### src/rtl/nest_irq_pkg.sv
package nest_irq_pkg;
  localparam int ADDR_W = 3;
  localparam int VN_W   = 5;
  localparam int VREG_W = 16;

  localparam logic [ADDR_W-1:0] RA_ENAB = 3'd0;
  localparam logic [ADDR_W-1:0] RA_PEND = 3'd1;
  localparam logic [ADDR_W-1:0] RA_INSV = 3'd2;
  localparam logic [ADDR_W-1:0] RA_VECT = 3'd3;
  localparam logic [ADDR_W-1:0] RA_MODE = 3'd4;

  localparam logic [VN_W-1:0] VN_ERROR = '0;

  // Vector register image: number in the top five bits, ack flag in bit 0.
  function automatic logic [VREG_W-1:0] pack_vector(input logic [VN_W-1:0] vn,
                                                    input logic ack);
    pack_vector = {vn, {(VREG_W-VN_W-1){1'b0}}, ack};
  endfunction

  // A request beats the in-service level only when strictly higher.
  function automatic logic outranks(input logic req_any, input logic [VN_W-1:0] req_idx,
                                    input logic isr_any, input logic [VN_W-1:0] isr_idx);
    outranks = req_any && (!isr_any || (req_idx > isr_idx));
  endfunction
endpackage

### src/rtl/nest_irq_prio.sv
module nest_irq_prio #(
  parameter int N     = 32,
  parameter int IDX_W = 5
) (
  input  logic [N-1:0]     vec_i,
  output logic             any_o,
  output logic [IDX_W-1:0] idx_o
);
  // Highest set index wins: the ascending scan lets the last hit overwrite.
  always_comb begin
    any_o = 1'b0;
    idx_o = '0;
    for (int i = 0; i < N; i++) begin
      if (vec_i[i]) begin
        any_o = 1'b1;
        idx_o = IDX_W'(i);
      end
    end
  end
endmodule

### src/rtl/nest_irq_srcbank.sv
module nest_irq_srcbank #(
  parameter int          N           = 32,
  parameter int          IDX_W       = 5,
  parameter logic [N-1:0] SRC_PRESENT = '1
) (
  input  logic             clk_i,
  input  logic             rst_ni,
  input  logic [N-1:0]     evt_i,
  input  logic [N-1:0]     wr_data_i,
  input  logic             enab_we_i,
  input  logic             pend_we_i,
  input  logic             insv_we_i,
  input  logic             mode_we_i,
  input  logic             take_i,
  input  logic [IDX_W-1:0] take_idx_i,
  output logic [N-1:0]     enab_q,
  output logic [N-1:0]     pend_q,
  output logic [N-1:0]     insv_q,
  output logic [N-1:0]     mode_q
);
  for (genvar i = 0; i < N; i++) begin : g_bit
    if (SRC_PRESENT[i]) begin : g_src
      logic en_r, pd_r, is_r, md_r;
      logic hit;
      assign hit = take_i && (take_idx_i == IDX_W'(i));

      always_ff @(posedge clk_i) begin
        if (!rst_ni) begin
          en_r <= 1'b0;
          pd_r <= 1'b0;
          is_r <= 1'b0;
          md_r <= 1'b0;
        end else begin
          if (enab_we_i) en_r <= wr_data_i[i];
          if (mode_we_i) md_r <= wr_data_i[i];
          if (evt_i[i])
            pd_r <= 1'b1;
          else if ((pend_we_i && wr_data_i[i]) || (hit && md_r))
            pd_r <= 1'b0;
          if (hit)
            is_r <= 1'b1;
          else if (insv_we_i && wr_data_i[i])
            is_r <= 1'b0;
        end
      end

      assign enab_q[i] = en_r;
      assign pend_q[i] = pd_r;
      assign insv_q[i] = is_r;
      assign mode_q[i] = md_r;

      // an event always leaves the pending flag set
      a_r1_event_sets: assert property (@(posedge clk_i) disable iff (!rst_ni)
        evt_i[i] |=> pend_q[i]);
    end else begin : g_none
      assign enab_q[i] = 1'b0;
      assign pend_q[i] = 1'b0;
      assign insv_q[i] = 1'b0;
      assign mode_q[i] = 1'b0;
    end
  end

  // absent positions stay zero in every register
  a_r4_absent_zero: assert property (@(posedge clk_i) disable iff (!rst_ni)
    ((enab_q | pend_q | insv_q | mode_q) & ~SRC_PRESENT) == '0);

  // the selected source is in service after the acknowledge edge
  a_r6_insv_set: assert property (@(posedge clk_i) disable iff (!rst_ni)
    take_i |=> insv_q[$past(take_idx_i)]);

  // single-event source loses its pending flag on acknowledge
  a_r8_single_clear: assert property (@(posedge clk_i) disable iff (!rst_ni)
    (take_i && mode_q[take_idx_i] && !evt_i[take_idx_i]) |=> !pend_q[$past(take_idx_i)]);

  // multiple-event source keeps its pending flag
  a_r8_multi_keep: assert property (@(posedge clk_i) disable iff (!rst_ni)
    (take_i && !mode_q[take_idx_i]) |=> pend_q[$past(take_idx_i)]);
endmodule

### src/rtl/nest_irq_vecreg.sv
module nest_irq_vecreg
  import nest_irq_pkg::*;
#(
  parameter int IDX_W = 5
) (
  input  logic             clk_i,
  input  logic             rst_ni,
  input  logic             ack_i,
  input  logic             grant_i,
  input  logic [IDX_W-1:0] grant_idx_i,
  output logic             take_o,
  output logic [VN_W-1:0]  vn_q,
  output logic             ack_q
);
  assign take_o = ack_i && grant_i;

  always_ff @(posedge clk_i) begin
    if (!rst_ni) begin
      vn_q  <= '0;
      ack_q <= 1'b0;
    end else begin
      ack_q <= ack_i;
      if (ack_i) vn_q <= grant_i ? VN_W'(grant_idx_i) : VN_ERROR;
    end
  end

  // acknowledge flag only follows an acknowledge write
  a_r7_ack_pulse: assert property (@(posedge clk_i) disable iff (!rst_ni)
    ack_q |-> $past(ack_i));

  // empty acknowledge yields the error code
  a_r9_error_code: assert property (@(posedge clk_i) disable iff (!rst_ni)
    (ack_i && !grant_i) |=> (vn_q == VN_ERROR));

  // vector number holds between acknowledges
  a_r6_vn_hold: assert property (@(posedge clk_i) disable iff (!rst_ni)
    !ack_i |=> $stable(vn_q));
endmodule

### src/rtl/nest_irq_ctrl.sv
module nest_irq_ctrl
  import nest_irq_pkg::*;
#(
  parameter int                 N_SRC       = 32,
  parameter logic [N_SRC-1:0]   SRC_PRESENT = 32'hFFFF_FFFE
) (
  input  logic              clk_i,
  input  logic              rst_ni,
  input  logic [N_SRC-1:0]  src_evt_i,
  input  logic              wr_en_i,
  input  logic [ADDR_W-1:0] wr_addr_i,
  input  logic [N_SRC-1:0]  wr_data_i,
  input  logic [ADDR_W-1:0] rd_addr_i,
  output logic [N_SRC-1:0]  rd_data_o,
  output logic              irq_o
);
  localparam int IDX_W = $clog2(N_SRC);

  logic [N_SRC-1:0] enab_q, pend_q, insv_q, mode_q, live;
  logic             req_any, isr_any, grant, ack, take;
  logic [IDX_W-1:0] req_idx, isr_idx;
  logic [VN_W-1:0]  vn_q;
  logic             ack_q;

  assign ack = wr_en_i && (wr_addr_i == RA_VECT) && wr_data_i[0];
  assign live = pend_q & enab_q;

  nest_irq_srcbank #(.N(N_SRC), .IDX_W(IDX_W), .SRC_PRESENT(SRC_PRESENT)) u_bank (
    .clk_i      (clk_i),
    .rst_ni     (rst_ni),
    .evt_i      (src_evt_i),
    .wr_data_i  (wr_data_i),
    .enab_we_i  (wr_en_i && wr_addr_i == RA_ENAB),
    .pend_we_i  (wr_en_i && wr_addr_i == RA_PEND),
    .insv_we_i  (wr_en_i && wr_addr_i == RA_INSV),
    .mode_we_i  (wr_en_i && wr_addr_i == RA_MODE),
    .take_i     (take),
    .take_idx_i (req_idx),
    .enab_q     (enab_q),
    .pend_q     (pend_q),
    .insv_q     (insv_q),
    .mode_q     (mode_q)
  );

  nest_irq_prio #(.N(N_SRC), .IDX_W(IDX_W)) u_req_prio (
    .vec_i (live), .any_o (req_any), .idx_o (req_idx)
  );

  nest_irq_prio #(.N(N_SRC), .IDX_W(IDX_W)) u_isr_prio (
    .vec_i (insv_q), .any_o (isr_any), .idx_o (isr_idx)
  );

  assign grant = outranks(req_any, VN_W'(req_idx), isr_any, VN_W'(isr_idx));
  assign irq_o = grant;

  nest_irq_vecreg #(.IDX_W(IDX_W)) u_vec (
    .clk_i       (clk_i),
    .rst_ni      (rst_ni),
    .ack_i       (ack),
    .grant_i     (grant),
    .grant_idx_i (req_idx),
    .take_o      (take),
    .vn_q        (vn_q),
    .ack_q       (ack_q)
  );

  always_ff @(posedge clk_i) begin
    if (!rst_ni) begin
      rd_data_o <= '0;
    end else begin
      unique case (rd_addr_i)
        RA_ENAB: rd_data_o <= enab_q;
        RA_PEND: rd_data_o <= pend_q;
        RA_INSV: rd_data_o <= insv_q;
        RA_VECT: rd_data_o <= N_SRC'(pack_vector(vn_q, ack_q));
        RA_MODE: rd_data_o <= mode_q;
        default: rd_data_o <= '0;
      endcase
    end
  end

  // nothing enabled and pending means no request
  a_r11_quiet: assert property (@(posedge clk_i) disable iff (!rst_ni)
    (live == '0) |-> !irq_o);

  // with nothing in service any live source requests
  a_r2_free_request: assert property (@(posedge clk_i) disable iff (!rst_ni)
    ((insv_q == '0) && (live != '0)) |-> irq_o);

  // the highest in-service source itself never re-requests alone
  a_r2_no_self: assert property (@(posedge clk_i) disable iff (!rst_ni)
    ((live & ~insv_q) == '0 && $countones(live) <= 1 && (live & insv_q) != '0
     && $onehot0(insv_q)) |-> !irq_o);
endmodule

### config.mk
export PLATFORM = sky130hd
export DESIGN_NAME = nest_irq_ctrl
export DESIGN_NICKNAME = d
export VERILOG_FILES = /design/src/rtl/nest_irq_pkg.sv /design/src/rtl/nest_irq_prio.sv /design/src/rtl/nest_irq_srcbank.sv /design/src/rtl/nest_irq_vecreg.sv /design/src/rtl/nest_irq_ctrl.sv
export SDC_FILE = /design/constraint.sdc
export NUM_CORES = 1
export LEC_CHECK = 0
export CAP_MARGIN = 20
export CORE_UTILIZATION = 45
export DETAILED_ROUTE_END_ITERATION = 12
export PLACE_DENSITY = 0.68
export SETUP_SLACK_MARGIN = 0.15
export SLEW_MARGIN = 10
export SYNTH_ARGS = -nofsm -noshare
export SYNTH_HDL_FRONTEND = slang
export SYNTH_SLANG_ARGS = --single-unit
### constraint.sdc
create_clock -name clk_i -period 5.1 [get_ports clk_i]
set_input_delay 1.02 -clock clk_i [delete_from_list [all_inputs] [get_ports clk_i]]
set_output_delay 1.02 -clock clk_i [all_outputs]
set_load 0.02 [all_outputs]
Word level (Yosys, flattened, before mapping)
Index checks and enable logic that the tools add are counted.
{ "word_totals": {"register_bits": 162, "wordCells": 648, "output_inout_bits": 33, "in_bits": 73} }
{ "classes": {"order_cmp": 1, "n_mux": 251, "n_eq_ne": 39, "reduce_logical": 229, "bitwise": 1} }
{ "ops": {"columns": ["cell", "n"], "rows": [
  ["$mux 1", 189],
  ["$mux 5", 33],
  ["$pmux 32 s5", 1],
  ["$logic_and 1x1->1", 132],
  ["$reduce_bool 2->1", 62],
  ["$eq 5x5->1 const B", 16],
  ["$mux 4", 16],
  ["$eq 5x4->1 const B", 8],
  ["$and 32x32->32", 1],
  ["$logic_or 1x1->1", 32],
  ["$mux 3", 8],
  ["$eq 5x3->1 const B", 4],
  ["$eq 3x2->1 const B", 4],
  ["$eq 5x2->1 const B", 2],
  ["$mux 2", 4],
  ["$eq 3x1->1 const B", 2],
  ["$eq 3x3->1 const B", 2],
  ["$logic_not 3->1", 2],
  ["$eq 5x1->1 const B", 1],
  ["$gt 5x5->1", 1],
  ["$logic_not 1->1", 1]
]} }

Logic depth before layout (Yosys ltp)
Gate-level depths: netlist of the first run.
{ "depth": {"ltp_word": 41, "mapped_depth": 15, "depth_no_buf": 15} }

Modules after synthesis
From an unflattened synthesis of the first run, not the netlist that was laid out.
{ "hier_totals": {"cells_unflattened": 1088, "hier_area_um2": 9419.0} }
{ "by_module_without_submodules": {"columns": ["mod", "area_each_um2", "seq_area_each_um2", "instances", "cells_each"], "rows": [
  ["nest_irq_srcbank", 5978.2, 2482.4, 1, 639],
  ["nest_irq_ctrl", 2494.9, 640.6, 1, 300],
  ["nest_irq_prio", 357.8, 0.0, 2, 62],
  ["nest_irq_vecreg", 230.2, 120.1, 1, 25]
]} }

Least setup slack after synthesis of the first run
No wires, ideal clock.
{ "synth_timing": {"path_type": "register -> output", "start": "reg u_bank.g_bit[10].g_src.en_r", "end": "out irq_o", "path_slack_ns": 1.449, "path_stages_with_launch": 14, "arrival_time_ns": 2.631, "path_buffers": 1, "required_time_ns": 4.080, "path_cell_list": "dfxtp_1 a22oi_1 a21boi_0 a21o_1 a31oi_1 o21a_1 buf_2 inv_1 ha_1 nand2b_1 a21oi_1 o31ai_1 o2bb2ai_1 inv_1"} }
{ "synth_via": {"elab_chain_cells": 26, "elab_cells_between_ends": 48, "classes_between": "order compare (1); mux (44); bitwise (1); reduce/logical (2)"} }
{ "synth_rtl": {"columns": ["item", "line_no", "text"], "rows": [
  ["start, declared", "nest_irq_srcbank.sv:23", "logic en_r, pd_r, is_r, md_r;"],
  ["start signal, assigned", "nest_irq_srcbank.sv:34", "if (enab_we_i) en_r <= wr_data_i[i];"],
  ["$and 32x32->32 (*)", "nest_irq_ctrl.sv:26", "assign live = pend_q & enab_q;"],
  ["$mux 4 (6 in series)", "nest_irq_prio.sv:14", "if (vec_i[i]) begin"],
  ["$mux 5 (16 in series)", "nest_irq_prio.sv:14", null],
  ["$gt 5x5->1", "nest_irq_pkg.sv:23", "outranks = req_any && (!isr_any || (req_idx > isr_idx));"],
  ["$logic_or 1x1->1", "nest_irq_pkg.sv:23", null],
  ["$logic_and 1x1->1 (*)", "nest_irq_pkg.sv:23", null],
  ["end, declared", "nest_irq_ctrl.sv:15", "output logic irq_o"]
]} }
Every way passes the cells marked *; elsewhere a longest branch is shown, timed or not.

Worst setup path in the final report of the first run
{ "layout_timing": {"start": "reg u_bank.g_bit[19].g_src.pd_r", "end": "out irq_o"} }
{ "layout_via": {"elab_chain_cells": 17, "elab_cells_between_ends": 30, "classes_between": "order compare (1); mux (26); bitwise (1); reduce/logical (2)"} }
{ "layout_rtl": {"columns": ["item", "line_no", "text"], "rows": [
  ["start, declared", "nest_irq_srcbank.sv:23", null],
  ["start signal, assigned", "nest_irq_srcbank.sv:30", "pd_r <= 1'b0;"],
  ["start signal, assigned", "nest_irq_srcbank.sv:37", "pd_r <= 1'b1;"],
  ["start signal, assigned", "nest_irq_srcbank.sv:39", "pd_r <= 1'b0;"],
  ["$and 32x32->32 (*)", "nest_irq_ctrl.sv:26", null],
  ["$mux 5 (13 in series)", "nest_irq_prio.sv:14", null],
  ["$gt 5x5->1", "nest_irq_pkg.sv:23", null],
  ["$logic_or 1x1->1", "nest_irq_pkg.sv:23", null],
  ["$logic_and 1x1->1 (*)", "nest_irq_pkg.sv:23", null]
]} }
Marks and branches as above.

==> results of run 1 <==
flip-flops by register name (all words and copies together) (netlist names):
| name | count |
|---|---|
| rd_data_o | 32 |
| u_bank.g_bit.g_src.en_r | 31 |
| u_bank.g_bit.g_src.is_r | 31 |
| u_bank.g_bit.g_src.md_r | 31 |
| u_bank.g_bit.g_src.pd_r | 31 |
| u_vec.ack_q | 1 |
| u_vec.vn_q | 5 |
what timing repair did:
| item | CTS | global route |
|---|---|---|
| buffers inserted | 1 | 0 |
| cloned | 0 | 0 |
| hold buffers | 0 | 0 |
| endpoints found under the setup margin | 1 | 1 |
| pin swaps | 1 | 1 |
| gates resized for setup | 1 | 4 |
cell usage in the layout, fill, tap and decap left out, types with 3 or more instances in the layout:
cell	count
nor4_1	8
nor3_1	5
nand3_1	7
o31ai_1	5
and2_1	4
nor4b_1	3
a21oi_1	133
a311oi_1	16
nand4_1	4
mux2_2	4
nor3_2	3
nand2b_1	4
inv_1	9
clkinv_2	8
dfxtp_1	162
nor2_1	40
ha_1	5
o21ai_0	8
clkbuf_16	17
buf_4	23
nor3b_1	5
nor2b_1	20
a32oi_1	3
a32o_1	33
and2_2	5
a211oi_1	12
a22oi_1	74
o211ai_1	3
a22o_1	6
a21boi_0	7
nand2_1	221
clkdlybuf4s50_1	104
and4bb_2	3
o22a_1	5
a31oi_1	5
critical path, stage by stage, from the launching register on:
cell,delay (ps)
dfxtp_1,410
nand2_1,100
a32o_1,290
a221o_1,380
a32oi_2,250
a32oi_1,170
ha_1,330
and4_1,200
a21oi_1,180
o31ai_2,120
o2bb2ai_1,200
inv_1,80
clkdlybuf4s50_1,590
cells in the mapped netlist, types with 3 or more instances:
cell type | count | share of area, %
nand2_1 | 221 | 11
dfxtp_1 | 162 | 43
a21oi_1 | 133 | 8.8
a22oi_1 | 76 | 7.5
clkbuf_1 | 46 | 2.3
nor2_1 | 40 | 2.0
a32o_1 | 33 | 4.4
nor2b_1 | 22 | 1.8
a311oi_1 | 16 | 1.9
a211oi_1 | 12 | 1.2
inv_1 | 10 | 0.50
nor3_1 | 8 | 0.53
nor4_1 | 8 | 0.66
o21ai_0 | 8 | 0.53
a21boi_0 | 7 | 0.70
nand3_1 | 7 | 0.46
a22o_1 | 6 | 0.70
buf_1 | 6 | 0.30
nor3b_1 | 6 | 0.60
o31ai_1 | 6 | 0.60
a31oi_1 | 5 | 0.41
and2_1 | 5 | 0.41
ha_1 | 5 | 0.83
o22a_1 | 5 | 0.58
a32oi_1 | 4 | 0.46
and2_2 | 4 | 0.40
mux2_2 | 4 | 0.60
nand2b_1 | 4 | 0.33
nand4_1 | 4 | 0.33
and4bb_2 | 3 | 0.50
nor4b_1 | 3 | 0.35
o211ai_1 | 3 | 0.30
logic make-up after synthesis:
family                   after synthesis  synth area share [%]
flip-flops                           162                  42.9
adder cells (fa/ha/maj)                5                 0.828
multiplexers                           4                 0.596
AO/OA/AOI/OAI                        333                  30.3
buffers and inverters                 66                  3.53
AND/OR/NAND/NOR                      352                  21.8
worst paths after layout:
check                                                                end  slack [ps]                                      from  depth (start not counted)
worst max-delay path                                               irq_o         320  u_bank.g_bit[19].g_src.pd_r$_SDFFE_PN0P_                         12
worst min-delay path                             rd_data_o[0]$_SDFF_PN0_         450                    u_vec.ack_q$_SDFF_PN0_                          2
worst max register to register  u_bank.g_bit[28].g_src.pd_r$_SDFFE_PN0P_        1300  u_bank.g_bit[19].g_src.pd_r$_SDFFE_PN0P_                         13
worst min register to register                   rd_data_o[0]$_SDFF_PN0_         450                    u_vec.ack_q$_SDFF_PN0_                          2
metal layers:
| layer | up-vias | wire [µm] |
|---|---|---|
| met5 | - | 0 |
| met4 | 0 | 449 |
| met3 | 35 | 2130 |
| met2 | 372 | 11300 |
| met1 | 3678 | 11600 |
| li1 | 3583 | - |
layout make-up:
| class | count | share of cell area [%] |
|---|---|---|
| multi-input combinational | 694 | 43.5 |
| inverter | 10 | 0.412 |
| clock buffer | 20 | 4.85 |
| timing repair buffer | 127 | 12.9 |
| tap | 220 | 2.92 |
| clock inverter | 11 | 0.944 |
| sequential | 162 | 34.5 |
power groups by stage:
stage	logic [mW]	registers, mW	clock network, mW
global route	0.350	1.34	1.28
finish	0.329	1.33	1.22
global placement	0.315	1.36	0
CTS	0.319	1.33	1.22
floorplan	0.157	1.35	0
detailed placement	0.317	1.36	0
==> summary.txt, run 1 <==
Floorplanning
  • Die H: 132 µm
  • Core area: ~0.016 mm²
  • IO Pins: roughly 110
  • Initial core utilization: a little under half
  • Chip width: about 130 µm
  • Die area: around 0.017 mm²
  • Num rows: 47

Synthesis
  • Seq cells post-synth: roughly 160
  • EDFF count, synth: 0
  • Ys flop type: dfxtp_1
  • Mapped Nets: 1000
  • Synth unique cells: between 60 and 70
  • Ys async rst share: 0%
  • Mapped cell area: about 0.0076 mm²
  • Avg Inst Size Synth: 8.20 µm²
  • Register area share after synthesis: around 43%
  • Gate count of the mapped netlist: 922
  • Synth warn: 0

Clock network
  • CTS tree: done
  • CTS Sinks: roughly 160
  • CTS buffer count: 17
  • Htree depth: 4
  • Clk_lat worst skew: roughly 440 ps
  • Clock buffer depth: 2
  • Clock Tree Root: clkbuf_16
  • Clock transition at the registers of the reported paths: around 60 ps

Finish
  • Fill count: about 1600
  • FF/Latch Area: 0.00324 mm²
  • P&R area growth vs syn: 24.6%
  • Share of post-route cells with drive strength above 1: about 8.7%
  • Antenna cells: 0
  • Final nets: approximately 1100
  • Fin util: around 57%
  • Area occupied by multi-input gates: 0.00410 mm²
  • Final non-filler cell total: between 1000 and 1500
  • Post-route cell area: 0.00941 mm²

Power
  • Switching share of total power: a little over a quarter
  • Maximum vdd drop: around 260 µV
  • Psw: between 700 and 800 µW
  • Comb power frac: 11.4%
  • Cell-internal power: 2.11 mW
  • Reg power frac: roughly 46%
  • Final Power: around 2.9 mW
  • Pwr dens: between 300 and 400 mW/mm²
  • Clock power share: between 40% and 50%
  • Leak: ~3.1 nW

Detailed routing
  • Via count: between 7000 and 8000
  • Iteration count of the initial detailed-routing pass: 6
  • Antenna-violating nets left: 0
  • Drt drc: 0
  • Initial DRC Count: 957
  • Vias per cell: 6.16
  • Routed WL per cell: approximately 20 µm
  • Final wirelength: between 20000 and 30000 µm

Placement
  • Final Wtd Congestion: ~0.89
  • Pre-CTS WS: approximately 420 ps
  • I/O Buffers: 104
  • Placed insts: between 1000 and 1500
  • Dpl hpwl: roughly 17000 µm
  • Post-DP Area: between 0.008 and 0.009 mm²

Timing
  • Worst Hold Slack: 450 ps
  • RSZ-0062 raised after global routing: no
  • Worst Tran Pin Value: between 1000 and 1500 ps
  • Worst slew margin: 29.2%
  • Max Clock Freq: between 200 and 250 MHz
  • Final setup violating endpoints: 0
  • Period utilisation layout: between 90% and 100%
  • Total Negative Setup Slacks: 0 ps
  • Min cycle time layout: between 4000 and 5000 ps
  • Final Hold Violating Endpoints: 0
  • Worst clock skew: between 5 and 6 ps
  • Final WS setup: around 320 ps
  • Fin. max-slew vios: 0

Critical path
  • Setup crit start kind: flop
  • Worst Path Required: 4080 ps
  • Critical path endpoint category: primary output
  • Crit Path Max Fanout: 4
  • WP data arrival: roughly 3800 ps
  • Critical path class: flop to primary output

Hold path
  • Hold crit path type: flop to flop

Global route
  • Met1 usage: a little over two fifths
  • Initial antenna violation count: 0
  • Largest net degree at the start of global routing: 54
  • First-pass GRT wire length: 39800 µm
  • GR Util All Layers: 29.6%
  • Vias in the first global route: ~7000
  • GR Overflow Total: 0
  • Met2 Use GR: between 40% and 50%
  • GR Layer Usage met3: 5.25%
  • Peak-usage layer in the global routing report: met2

Job
  • Max-cap violation count: 0

Status
  • Status: finished, final reports clean
Note: power is estimated with default switching activity, not from simulation.
==> run 2, diff against run 1 <==
- CTS_CLUSTER_DIAMETER: unset -> 80
==> results of run 2 <==
No change in the layout: final DEF, timing and power equal those of run 1.
==> run 3, diff against run 2 <==
--- a/config.mk
+++ b/config.mk
@@ -8,2 +8,3 @@
 export CAP_MARGIN = 20
+export CORE_MARGIN = 3
 export CORE_UTILIZATION = 45
==> constraint.sdc (replaced) <==
create_clock -name clk_i -period 5.1 [get_ports clk_i]
set_input_delay 0.51 -clock clk_i [delete_from_list [all_inputs] [get_ports clk_i]]
set_output_delay 0.51 -clock clk_i [all_outputs]
set_load 0.02 [all_outputs]
==> summary.txt, run 3 (synthesis results as in run 1) <==
Clock network
  • CTS tree: done
  • CTS resizes: 0
  • CTS buffer count: 17
  • Clock buffer depth: 2
  • Clock Tree Root: clkbuf_16
  • Clk_lat worst skew: between 400 and 500 ps
  • Post-CTS setup buffers: 0
  • Htree depth: 4
  • Clock transition at the registers of the reported paths: 70 ps
  • Cts-stage hold buffer count: 0
  • CTS Sinks: 162

Floorplanning
  • Die H: around 140 µm
  • Core area: about 0.016 mm²
  • Num rows: 46
  • Die area: roughly 0.018 mm²
  • Initial core utilization: 46.7%
  • IO Pins: 106
  • Chip width: 136 µm

Critical path
  • Worst reg2reg path endpoint: u_bank.g_bit[29].g_src.pd_r$_SDFFE_PN0P_
  • Critical path endpoint category: primary output
  • Worst Path Required: between 4000 and 5000 ps
  • Critical path class: flop to primary output
  • Crit Path Max Fanout: 4
  • R2R Setup Slk: roughly 800 ps
  • RR Startpoint: u_bank.g_bit[24].g_src.pd_r$_SDFFE_PN0P_
  • Setup crit start kind: flop
  • R2R depth: 13
  • WP data arrival: 4220 ps

Timing
  • Min cycle time layout: around 4700 ps
  • Worst Tran Pin Value: 1100 ps
  • Final setup violating endpoints: 0
  • Fin. max-slew vios: 0
  • RSZ-0062 raised after global routing: no
  • Final Hold Violating Endpoints: 0
  • Total Negative Setup Slacks: 0 ps
  • Worst clock skew: roughly 9.7 ps
  • Worst slew margin: approximately a quarter
  • Period utilisation layout: between 90 and 100%
  • Max Clock Freq: approximately 210 MHz
  • Final WS setup: approximately 370 ps

Placement
  • Post-DP Area: a little under 0.009 mm²
  • Dpl hpwl: 17000 µm
  • Final Wtd Congestion: about 0.9
  • I/O Buffers: between 100 and 150
  • Pre-CTS WS: slightly below 800 ps

Power
  • Maximum vdd drop: 251 µV
  • Final Power: around 3.2 mW
  • Pwr dens: around 330 mW/mm²
  • Leak: 3.16 nW

Hold path
  • Hold Path Stages: 2
  • Worst Hold Launch: u_vec.vn_q[0]$_SDFFE_PN0P_
  • Hold Path Sink: u_vec.vn_q[0]$_SDFFE_PN0P_
  • Hold crit path type: flop to flop

Finish
  • Fin util: ~60%
  • Antenna cells: 0
  • P&R area growth vs syn: 25.6%
  • Largest reg by FF count: rd_data_o
  • Most frequent cells in the layout: nand2_1 (221), dfxtp_1 (162), a21oi_1 (133)
  • Final nets: around 1100
  • Post-route cell area: ~0.0095 mm²
  • Share of post-route cells with drive strength above 1: ~7.9%
  • Commonest non-fill, non-tap cell in the layout: nand2_1
  • Max FFs per register: 32

Detailed routing
  • Antenna-violating nets left: 0
  • Vias per cell: about 6.2
  • Drt drc: 0
  • Routed WL per cell: 20.4 µm
  • Via count: approximately 7600
  • Final wirelength: 25200 µm
  • Initial DRC Count: a little under 900
  • Iteration count of the initial detailed-routing pass: 5

Status
  • Status: finished, final reports clean

Job
  • Max-cap violation count: 0

Global route
  • GR Overflow Total: 0
  • Largest net degree at the start of global routing: 64
  • GR Util All Layers: a little over a quarter
  • Vias in the first global route: between 7000 and 8000
  • First-pass GRT wire length: slightly below 40000 µm
  • Initial antenna violation count: 0
## run 3: cell count changes in the layout (fill, tap and decap cells not counted), moves of 2 or more
cell	before	now
buf_4	23	15
a22oi_2	2	0
clkinv_2	8	4
bufinv_16	1	7
a22oi_1	74	76
clkbuf_8	2	0
## run 3: routing by layer
metal | up-vias | part of all wire [%] | track usage [%] | wire length (µm)
li1 | 3574 | - | - | -
met1 | 3618 | 45 | 38.5 | 11300
met2 | 382 | 45 | 42.8 | 11400
met3 | 40 | 8.5 | 5.35 | 2150
met4 | 0 | 1.6 | 8.17 | 414
met5 | - | 0 | 0 | 0
## run 3: how the worst max path moves through the flow
stage | start | end | slack [ps] | cells past startpoint
floorplan | u_bank.g_bit[10].g_src.en_r$_SDFFE_PN0P_ | u_bank.g_bit[19].g_src.is_r$_SDFFE_PN0P_ | 1900 | 15
global route | u_bank.g_bit[24].g_src.pd_r$_SDFFE_PN0P_ | irq_o | 180 | 12
CTS | u_bank.g_bit[24].g_src.pd_r$_SDFFE_PN0P_ | irq_o | 310 | 12
global placement | u_bank.g_bit[24].g_src.pd_r$_SDFFE_PN0P_ | irq_o | 810 | 12
finish | u_bank.g_bit[24].g_src.pd_r$_SDFFE_PN0P_ | irq_o | 370 | 12
detailed placement | u_bank.g_bit[24].g_src.pd_r$_SDFFE_PN0P_ | irq_o | 790 | 12
## run 3: area by class of cell
class	count	area, µm²
multi-input combinational	694	4080
timing repair buffer	120	1170
clock inverter	14	260
clock buffer	17	425
tap	216	270
sequential	162	3240
fill	1449	6680
inverter	10	38.8
## run 3: through the flow
stage | hold WS (ps) | instances
2_1_floorplan | 424 | 922
3_3_place_gp | 447 | 1202
3_5_place_dp | 449 | 1202
4_1_cts | 456 | 1233
5_1_grt | 485 | 1233
6_report | 462 | 1233
## run 3: where the power goes
part           leakage [nW]  internal [mW]  switching [mW]
logic                  1.51          0.125           0.194
clock network         0.331          0.965           0.541
registers              1.32           1.30          0.0348
total                  3.16           2.39           0.770
## run 3: critical path, stage by stage, from the launching register on
cell and delay (ps):
dfxtp_1 380, nand2_1 90, a32o_1 290, a222oi_1 480, o311ai_0 440, a32oi_2 440
ha_1 190, nand2b_1 90, a21oi_1 60, o31ai_1 430, o2bb2ai_1 270, inv_1 70
clkdlybuf4s50_1 540
